[src/rtl/cpreg_pkg.sv]
// Package: shared field layout, widths and selector type for the
// coprocessor system register access decoder.
// Assumes a 32-bit coprocessor move encoding with the field positions below.
package cpreg_pkg;

    localparam int INSTR_W  = 32;
    localparam int DATA_W   = 32;
    localparam int IDX_W    = 4;

    // field positions (lsb) and widths
    localparam int OPC1_LSB = 21;
    localparam int OPC1_W   = 3;
    localparam int DIR_BIT  = 20;
    localparam int CRN_LSB  = 16;
    localparam int CRN_W    = 4;
    localparam int RT_LSB   = 12;
    localparam int OPC2_LSB = 5;
    localparam int OPC2_W   = 3;
    localparam int CRM_LSB  = 0;
    localparam int CRM_W    = 4;

    // number of decoded registers
    localparam int NUM_REGS = 2;

    typedef struct packed {
        logic [OPC1_W-1:0] opc1;
        logic              is_read;
        logic [CRN_W-1:0]  crn;
        logic [IDX_W-1:0]  rt;
        logic [OPC2_W-1:0] opc2;
        logic [CRM_W-1:0]  crm;
    } cp_fields_t;

    typedef enum logic [1:0] {
        SEL_NONE = 2'd0,
        SEL_CTRL = 2'd1,
        SEL_BASE = 2'd2
    } reg_sel_t;

endpackage

[src/rtl/cpreg_field_decode.sv]
// Module: cpreg_field_decode
// Splits the instruction into its operation fields and matches them against
// the register selectors. Purely combinational.
// Assumes only instructions for this coprocessor reach the block, so the
// coprocessor number and the remaining opcode bits are not examined.
module cpreg_field_decode
    import cpreg_pkg::*;
#(
    parameter logic [OPC1_W-1:0] MATCH_OPC1 = 3'd6,
    parameter logic [CRN_W-1:0]  CTRL_CRN   = 4'd0,
    parameter logic [CRN_W-1:0]  BASE_CRN   = 4'd1
) (
    input  logic [INSTR_W-1:0] instr,
    output cp_fields_t         fields,
    output reg_sel_t           sel
);

    localparam logic [CRN_W-1:0] SEL_CRN [NUM_REGS] = '{CTRL_CRN, BASE_CRN};

    logic [NUM_REGS-1:0] hit;
    logic                unused_bits;

    // slice the fixed field positions out of the word
    always_comb begin
        fields.opc1    = instr[OPC1_LSB +: OPC1_W];
        fields.is_read = instr[DIR_BIT];
        fields.crn     = instr[CRN_LSB +: CRN_W];
        fields.rt      = instr[RT_LSB +: IDX_W];
        fields.opc2    = instr[OPC2_LSB +: OPC2_W];
        fields.crm     = instr[CRM_LSB +: CRM_W];
    end

    assign unused_bits = ^{instr[INSTR_W-1:OPC1_LSB+OPC1_W],
                           instr[RT_LSB-1:OPC2_LSB+OPC2_W],
                           instr[OPC2_LSB-1:CRM_LSB+CRM_W]};

    // one comparator per decoded register
    for (genvar i = 0; i < NUM_REGS; i++) begin : g_match
        assign hit[i] = (fields.opc1 == MATCH_OPC1) &&
                        (fields.crn  == SEL_CRN[i]) &&
                        (fields.crm  == '0) &&
                        (fields.opc2 == '0);
    end

    // turn the hit vector into a selector
    always_comb begin
        unique case (hit)
            2'b01:   sel = SEL_CTRL;
            2'b10:   sel = SEL_BASE;
            default: sel = SEL_NONE;
        endcase
    end

endmodule

[src/rtl/cpreg_access_check.sv]
// Module: cpreg_access_check
// Applies the feature strap and the privilege rules to a decoded request.
// Produces the undefined flag and the accepted read/write enables.
// Assumes the control bit input is the currently stored value.
module cpreg_access_check
    import cpreg_pkg::*;
(
    input  logic     req_valid,
    input  logic     feat_en,
    input  logic     user_mode,
    input  logic     is_read,
    input  reg_sel_t sel,
    input  logic     ctrl_bit,
    output logic     undef,
    output logic     rd_ok,
    output logic     wr_ctrl,
    output logic     wr_base
);

    logic known;
    logic priv_fail;
    logic accept;

    // classify the request as illegal or accepted
    always_comb begin
        known     = (sel != SEL_NONE);
        priv_fail = user_mode &&
                    ((sel == SEL_CTRL) || ((sel == SEL_BASE) && ctrl_bit));
        undef     = req_valid && (!feat_en || !known || priv_fail);
        accept    = req_valid && feat_en && known && !priv_fail;
        rd_ok     = accept && is_read;
        wr_ctrl   = accept && !is_read && (sel == SEL_CTRL);
        wr_base   = accept && !is_read && (sel == SEL_BASE);
    end

endmodule

[src/rtl/cpreg_store.sv]
// Module: cpreg_store
// Holds the one-bit control register and the handler base register.
// Flags a pending change of the control bit in the same cycle as the write.
// Assumes at most one of the write enables is high in a cycle.
module cpreg_store
    import cpreg_pkg::*;
(
    input  logic              clk,
    input  logic              rst_n,
    input  logic              wr_ctrl,
    input  logic              wr_base,
    input  logic [DATA_W-1:0] wr_value,
    output logic              ctrl_q,
    output logic [DATA_W-1:0] base_q,
    output logic              ctrl_change
);

    // control bit storage, only bit 0 of the source is kept
    always_ff @(posedge clk) begin
        if (!rst_n)       ctrl_q <= 1'b0;
        else if (wr_ctrl) ctrl_q <= wr_value[0];
    end

    // handler base storage, full width
    always_ff @(posedge clk) begin
        if (!rst_n)       base_q <= '0;
        else if (wr_base) base_q <= wr_value;
    end

    // pulse only when the stored bit will actually flip
    assign ctrl_change = wr_ctrl && (wr_value[0] != ctrl_q);

    assert_change_flips_R8: assert property (@(posedge clk) disable iff (!rst_n)
        ctrl_change |=> (ctrl_q != $past(ctrl_q)));

    assert_ctrl_hold_R11: assert property (@(posedge clk) disable iff (!rst_n)
        !wr_ctrl |=> $stable(ctrl_q));

    assert_base_hold_R11: assert property (@(posedge clk) disable iff (!rst_n)
        !wr_base |=> $stable(base_q));

endmodule

[src/rtl/cpreg_access_unit.sv]
// Module: cpreg_access_unit (top)
// Coprocessor system register access decoder. It decodes a move
// instruction, applies the privilege rules and serves the two registers.
// Assumes the core holds req_valid for one cycle per instruction and only
// routes instructions for this coprocessor here.
module cpreg_access_unit
    import cpreg_pkg::*;
#(
    parameter logic [OPC1_W-1:0] MATCH_OPC1 = 3'd6,
    parameter logic [CRN_W-1:0]  CTRL_CRN   = 4'd0,
    parameter logic [CRN_W-1:0]  BASE_CRN   = 4'd1
) (
    input  logic               clk,
    input  logic               rst_n,
    input  logic               req_valid,
    input  logic [INSTR_W-1:0] instr,
    input  logic               user_mode,
    input  logic               feat_en,
    input  logic [DATA_W-1:0]  wr_value,
    output logic               rd_valid,
    output logic [DATA_W-1:0]  rd_data,
    output logic [IDX_W-1:0]   rd_index,
    output logic               wr_strobe,
    output logic               undef,
    output logic               ctrl_change
);

    cp_fields_t        fields;
    reg_sel_t          sel;
    logic              rd_ok;
    logic              wr_ctrl;
    logic              wr_base;
    logic              ctrl_q;
    logic [DATA_W-1:0] base_q;

    cpreg_field_decode #(
        .MATCH_OPC1 (MATCH_OPC1),
        .CTRL_CRN   (CTRL_CRN),
        .BASE_CRN   (BASE_CRN)
    ) u_decode (
        .instr  (instr),
        .fields (fields),
        .sel    (sel)
    );

    cpreg_access_check u_check (
        .req_valid (req_valid),
        .feat_en   (feat_en),
        .user_mode (user_mode),
        .is_read   (fields.is_read),
        .sel       (sel),
        .ctrl_bit  (ctrl_q),
        .undef     (undef),
        .rd_ok     (rd_ok),
        .wr_ctrl   (wr_ctrl),
        .wr_base   (wr_base)
    );

    cpreg_store u_store (
        .clk         (clk),
        .rst_n       (rst_n),
        .wr_ctrl     (wr_ctrl),
        .wr_base     (wr_base),
        .wr_value    (wr_value),
        .ctrl_q      (ctrl_q),
        .base_q      (base_q),
        .ctrl_change (ctrl_change)
    );

    // read data mux, zero unless a read is accepted
    always_comb begin
        rd_data  = '0;
        rd_index = '0;
        if (rd_ok) begin
            rd_index = fields.rt;
            if (sel == SEL_CTRL) rd_data = {{(DATA_W-1){1'b0}}, ctrl_q};
            else                 rd_data = base_q;
        end
    end

    assign rd_valid  = rd_ok;
    assign wr_strobe = wr_ctrl || wr_base;

    assert_trap_blocks_R11: assert property (@(posedge clk) disable iff (!rst_n)
        undef |-> (!rd_valid && !wr_strobe));

    assert_idle_quiet_R11: assert property (@(posedge clk) disable iff (!rst_n)
        !req_valid |-> !(undef || rd_valid || wr_strobe || ctrl_change));

    assert_pulse_on_write_R8: assert property (@(posedge clk) disable iff (!rst_n)
        ctrl_change |-> wr_strobe);

    assert_strap_traps_R7: assert property (@(posedge clk) disable iff (!rst_n)
        (req_valid && !feat_en) |-> undef);

    assert_user_ctrl_R4: assert property (@(posedge clk) disable iff (!rst_n)
        (req_valid && user_mode && (sel == SEL_CTRL)) |-> undef);

    assert_ctrl_upper_zero_R6: assert property (@(posedge clk) disable iff (!rst_n)
        (rd_valid && (sel == SEL_CTRL)) |-> (rd_data[DATA_W-1:1] == '0));

    assert_dir_exclusive_R2: assert property (@(posedge clk) disable iff (!rst_n)
        !(rd_valid && wr_strobe));

endmodule

[config.mk]
export PLATFORM = sky130hd
export DESIGN_NAME = cpreg_access_unit
export DESIGN_NICKNAME = d
export VERILOG_FILES = /design/src/rtl/cpreg_pkg.sv /design/src/rtl/cpreg_field_decode.sv /design/src/rtl/cpreg_access_check.sv /design/src/rtl/cpreg_store.sv /design/src/rtl/cpreg_access_unit.sv
export SDC_FILE = /design/constraint.sdc
export NUM_CORES = 1
export LEC_CHECK = 0
export ABC_AREA = 0
export BUFFER_PORTS_ARGS = -buffer_cell sky130_fd_sc_hd__buf_4
export CORE_MARGIN = 2
export CORE_UTILIZATION = 46
export CTS_CLUSTER_SIZE = 14
export DETAILED_ROUTE_END_ITERATION = 10
export GPL_ROUTABILITY_DRIVEN = 0
export MAX_ROUTING_LAYER = met4
export PLACE_DENSITY = 0.85
export SLEW_MARGIN = 20
export SYNTH_ARGS = -nofsm -noshare
export SYNTH_HDL_FRONTEND = slang
export SYNTH_SLANG_ARGS = --single-unit
[constraint.sdc]
create_clock -name clk -period 2.9 [get_ports clk]
set_input_delay 0 -clock clk [delete_from_list [all_inputs] [get_ports clk]]
set_output_delay 0 -clock clk [all_outputs]
set_load 0.01 [all_outputs]
# == Yosys cells after proc, flatten, opt, wreduce, memory -nomap -nowiden ==
# Cells that the tools add are included.
# totals
regBits,33
out_inout_bits,40
wordCells,42
# op_classes
eq_ne,7
n_mux,4
n_reduce_logical,29
# op_table
cell,n
$mux 32,2
$logic_and 1x1->1,17
$logic_not 4->1,2
$eq 2x1->1 const B,2
$eq 2x2->1 const B,2
$eq 4x1->1 const B,1
$logic_not 1->1,4
$logic_or 1x1->1,4
$mux 4,1
$pmux 2 s2,1
$eq 3x3->1 const B,1
$logic_not 3->1,1
$reduce_bool 2->1,1
$ne 1x1->1,1

# == Depth between registers and ports, before layout ==
# logic_depth
word_depth,15
depth_mapped,9
mapped_depth_nobuf,7

# == Hierarchy ==
# A second synthesis with hierarchy kept.
# hier_totals
hier_cells,190
area_unflattened_um2,1941.9
# modules_own_cells
module,instances,cells_each,area_each_um2
cpreg_store,1,108,1295.0
cpreg_access_unit,1,46,364.1
cpreg_field_decode,1,26,212.7
cpreg_access_check,1,10,70.1

# == Least setup slack after synthesis ==
# Ideal clock, no wire load.
# synth_timing
kind,in2reg
from,in instr[6]
to,reg u_store.base_q[0]
setup_time_ns,0.072
arrival_time_ns,1.893
path_slack_ns,0.936
stages,9
path_buffers,2
path_cell_list,nor4b_1 > nand4_1 > or2_1 > ha_1 > nand4bb_1 > nor3b_1 > buf_2 > buf_4 > mux2i_1
# synth_between
elab_chain_len,12
word_cells_on_any_way,17
cone_classes,4 x eq/ne; 1 x mux; 12 x reduce/logical
# synth_rtl
item,line_no,source
"start, declared",cpreg_access_unit.sv:16,"input logic [INSTR_W-1:0] instr,"
$logic_not 3->1 *,cpreg_field_decode.sv:42,(fields.opc2 == '0);
$logic_and 1x1->1,cpreg_field_decode.sv:41,(fields.crm == '0) &&
$eq 2x2->1 or $eq 2x1->1 (tied branches),cpreg_field_decode.sv:47,unique case (hit)
$pmux 2 s2 *,cpreg_field_decode.sv:47,
$eq 2x2->1,"cpreg_access_check.sv:28, cpreg_access_check.sv:33",
$logic_and 1x1->1,cpreg_access_check.sv:28,((sel == SEL_CTRL) || ((sel == SEL_BASE) && ctrl_bit));
$logic_or 1x1->1,cpreg_access_check.sv:28,
$logic_and 1x1->1,cpreg_access_check.sv:27,priv_fail = user_mode &&
$logic_not 1->1,cpreg_access_check.sv:30,accept = req_valid && feat_en && known && !priv_fail;
$logic_and 1x1->1,cpreg_access_check.sv:30,
$logic_and 1x1->1,cpreg_access_check.sv:33,wr_base = accept && !is_read && (sel == SEL_BASE);
$logic_and 1x1->1 *,cpreg_access_check.sv:33,
"end signal, assigned",cpreg_store.sv:27,else if (wr_base) base_q <= wr_value;
"end, declared",cpreg_store.sv:14,"output logic [DATA_W-1:0] base_q,"
# Mark *: on every way between the ends. The rest lies on a longest branch, timed or not.
# A chain may end at the register's enable or synchronous reset.

# == Worst setup path after layout ==
# layout_timing
from,in instr[6]
to,out rd_data[3]
# layout_between
elab_chain_len,12
word_cells_on_any_way,18
cone_classes,4 x eq/ne; 3 x mux; 11 x reduce/logical
# layout_rtl
item,line_no,source
$logic_not 3->1 *,cpreg_field_decode.sv:42,
$logic_and 1x1->1,cpreg_field_decode.sv:41,
$eq 2x2->1 or $eq 2x1->1 (tied branches),cpreg_field_decode.sv:47,
$pmux 2 s2 *,cpreg_field_decode.sv:47,
$eq 2x2->1,cpreg_access_check.sv:28,
$logic_and 1x1->1,cpreg_access_check.sv:28,
$logic_or 1x1->1,cpreg_access_check.sv:28,
$logic_and 1x1->1,cpreg_access_check.sv:27,
$logic_not 1->1,cpreg_access_check.sv:30,
$logic_and 1x1->1,cpreg_access_check.sv:30,
$logic_and 1x1->1,cpreg_access_check.sv:31,rd_ok = accept && is_read;
$mux 32 *,cpreg_access_unit.sv:74,if (rd_ok) begin
"end, declared",cpreg_access_unit.sv:21,"output logic [DATA_W-1:0] rd_data,"
# Marks and branches as above.

==> out/metrics.sh <==
STATUS='finished, final reports clean'
ROUTE.ANTENNA.REMAINING_NETS=0
DESIGN_POWER_TOTAL_mW=1.02
CTS.ROOT.BUFFER_CELL='clkbuf_8'
COUNT_OF_MAX_CAP_CONSTRAINT_VIOLATIONS=0
CLKSLEWWORSTSETUPHOLDPATHS_NS=0.06
STATIC-LEAKAGE-POWER_nW=1.28
TIMING.CRITICAL_PATH.ARRIVAL_NS=2.28
P_SEQ_SHARE_PCT=44.4
DRT_DRC_VIOLATIONS_LEFT=0
CELLPOWERDENSITY_nW_PER_UM2=347
TIMING.HOLD.WORST.CLASS='input port to flop'
NET_COUNT_AFTER_SYNTHESIS=283
DIE_WIDTH_UM=66.2
FRACTION_OF_LAYOUT_CELLS_WITH_A_SIZE_SUFFIX_ABOVE_1_PCT=32.6
DRT_ITER0_MARKERS=75
CRITICAL_PATH_PEAK_FANOUT=19
YS.WARNINGS.COUNT=0
SETUP_VIOL_COUNT_FINAL=0
ROUTED_WL_MM=4.93
SYNTH-ASYNC-RESET-RATIO_PCT=0
DRT_PASS1_ITERATIONS=4
N_ANTENNA_CELL=0
CLK_LAT_WORST_SKEW_NS=0.28
TIMING.SETUP.CRITICAL_PATH_CLASS='input port to output port'
POST_DRT_VIA_CELL_RATIO=4.73
DIE_AREA_UM2=4380
FINAL-HOLD-VIOLATION-COUNT=0
SETUP_TNS_NS=0
SYNTH_AREA_LEADER_CELL='dfxtp_1'
IO_BUFFER_COUNT=95
GROUTE.USAGE.OVERALL_PCT=23.5
SYNTH_CELLS=212
FINAL.PERIOD_UTILIZATION_PCT=78.5
SYNTH_SEQ_AREA_SHARE_PCT=37.1
SYNTH.AVG_CELL_AREA_UM2=8.40
P_SW_SHARE_PCT=19.9
CP-START-KIND='input port'
POWER.CLOCK.FRACTION_PCT=43.3
SYNTH.LIB_CELLS_USED.DISTINCT=29
PLACE_WORST_SETUP_SLACK_NS=0.527
FIN_CRIT_NS=2.28
TIMING_WORST_SLEW_PIN_VALUE_NS=0.592
SYNTH_EDF_COUNT=0
MAX-CLOCK-PATH-BUFFERS=2
FLOORPLAN.INITIALDENSITY_PCT=48.3
SYNTH_LARGEST_TYPE_AREA_FRACTION_PCT=37.1
TOP_LEVEL_PORTS=109
CTS-BUFFERS-INSERTED=5
TRITONCTS='built'
POST-PLACE-CELLS=345
INTERNAL_POWER_mW=0.817
SHARE_COMB_OF_TOTAL_POWER_PCT=12.3
FINAL_CELLS=385
GRT_PASS1_VIAS=1703
WIRE_LENGTH_OF_THE_FIRST_GLOBAL_ROUTING_PASS_MM=7.63
CORE_FOOTPRINT_UM2=3690
TIMING.MAX_SLEW.REL_SLACK_PCT=60.5
WORSTSETUPENDPOINTTYPE='output port'
NETLIST_AREA_UM2=1780
SYNTH_FF_TYPE='dfxtp_1'
TOTAL_OVERFLOW_REPORTED_BY_THE_GLOBAL_ROUTER=0
CTS-RESIZED-GATES=0
DPL.HPWL_MM=2.91
NUMBER_OF_SLEW_LIMIT_VIOLATIONS_IN_THE_FINAL_REPORT=0
GRT_SETUP_UNREPAIRED='false'
PIN_COUNT_OF_THE_BIGGEST_NET_ENTERING_GLOBAL_ROUTING=66
SYNTHTOLAYOUTAREAGROWTH_PCT=65.0
CTS_MAX_LEVEL=2
VIAS=1822
VERTICAL_EXTENT_OF_THE_DIE_UM=66.2
ANTENNA_FOUND_INITIAL=0
YS_TOP_CELLS_BY_AREA='dfxtp_1, mux2i_1, nand2_1'
FIN_HOLD_WS_NS=0.221
WORST_IR_DROP_VDD_mV=0.291
POWER.SWITCHING_mW=0.203
AVGROUTEDWIREPERCELL_UM=12.8
CRITPATHREQUIREDTIME_NS=2.90
FINAL.SETUP_SKEW_NS=0.00257
ROWS=22
SYNTH.FF_LATCH_COUNT=33
TIMING.FINAL.WS_SETUP_NS=0.625
NNETSFINAL=407
CLOCK_SINK_COUNT=33
FMAX_GHz=0.439
worst max-delay path: stages:
cell and delay [ns]:
buf_4 0.11, nor4b_1 0.28, nand4_1 0.19, or2_1 0.25
ha_1 0.28, a21o_4 0.24, a2111oi_4 0.37, buf_4 0.26
and2_1 0.17, buf_4 0.13
logic make-up (layout without fill, tap and decap cells):
| kind of cell | count (synthesis) | in the layout | share of synthesized area [%] |
|---|---|---|---|
| compound gates | 8 | 8 | 4.64 |
| mux | 33 | 33 | 18.6 |
| buf+inv | 17 | 142 | 5.55 |
| xor+xnor | 1 | 1 | 0.492 |
| fa+ha+maj | 2 | 2 | 1.41 |
| simple gates | 118 | 118 | 32.3 |
| flops | 33 | 33 | 37.1 |
what timing repair did:
item                      in CTS  in global routing
setup buffers                  0                  0
hold endpoints to repair      32                  0
hold buffers                  32                  0
cell usage in the layout, fill, tap and decap left out, types with 2 or more instances in the layout:
master	netlist	routed
nor2_1	3	3
a21oi_1	2	2
mux2i_1	33	33
nand2_1	66	66
and2_1	35	35
nand2b_1	3	3
clkbuf_8	0	6
buf_4	3	99
dlygate4sd3_1	0	32
dfxtp_1	33	33
inv_1	3	3
ha_1	2	2
nor2b_1	2	2
path summary, 6_finish.rpt:
check / end / cells past startpoint / from / slack (ns)
max: rd_data[3] / 10 / instr[6] / 0.62
min reg2reg: u_store.base_q[23]$_SDFFE_PN0P_ / 2 / u_store.base_q[23]$_SDFFE_PN0P_ / 0.45
max reg2reg: u_store.base_q[8]$_SDFFE_PN0P_ / 4 / u_store.ctrl_q$_SDFFE_PN0P_ / 1.41
min: u_store.ctrl_q$_SDFFE_PN0P_ / 4 / user_mode / 0.22
cell type report:
type	count	area, um^2
Timing Repair Buffer	131	1060
Multi-Input combinational cell	162	1030
Fill cell	261	751
Sequential cell	33	661
Clock buffer	7	86.3
Tap cell	48	60.1
Clock inverter	1	30.0
Inverter	3	11.3
metrics by stage:
| step | utilization (%) | area [um^2] |
|---|---|---|
| finish | 79.6 | 2940 |
| CTS | 79.6 | 2940 |
| floorplan | - | 1780 |
| global route | 79.6 | 2940 |
| detailed placement | 67.8 | 2500 |
| global placement | 67.8 | 2500 |
power groups by stage:
| stage | clock network, mW | logic [mW] | registers (mW) |
|---|---|---|---|
| after floorplan | 0 | 0.0269 | 0.463 |
| after global placement | 0 | 0.0867 | 0.463 |
| after detailed placement | 0 | 0.0884 | 0.463 |
| after CTS | 0.451 | 0.123 | 0.453 |
| after global routing | 0.478 | 0.135 | 0.453 |
| final | 0.441 | 0.126 | 0.453 |
flip-flops by register name (all words and copies together) (netlist names):
| signal | flops |
|---|---|
| u_store.base_q | 32 |
| u_store.ctrl_q | 1 |
Yosys cell counts, types with 2 or more instances:
cell type  instances
a21oi_1            2
and2_1            35
buf_4              3
buf_6              3
clkbuf_1           7
dfxtp_1           33
ha_1               2
inv_1              3
mux2i_1           33
nand2_1           66
nand2b_1           3
nor2_1             3
nor2b_1            2
nor3b_1            2
layer usage:
| metal | up-vias | global-route usage (%) | wire length [um] |
|---|---|---|---|
| met2 | 72 | 42.8 | 2580 |
| li1 | 924 | - | - |
| met3 | 6 | 6.64 | 410 |
| met5 | - | - | 0 |
| met4 | 0 | 5.36 | 59 |
| met1 | 820 | 25.1 | 1880 |
Note: power is estimated with default switching activity, not from simulation.
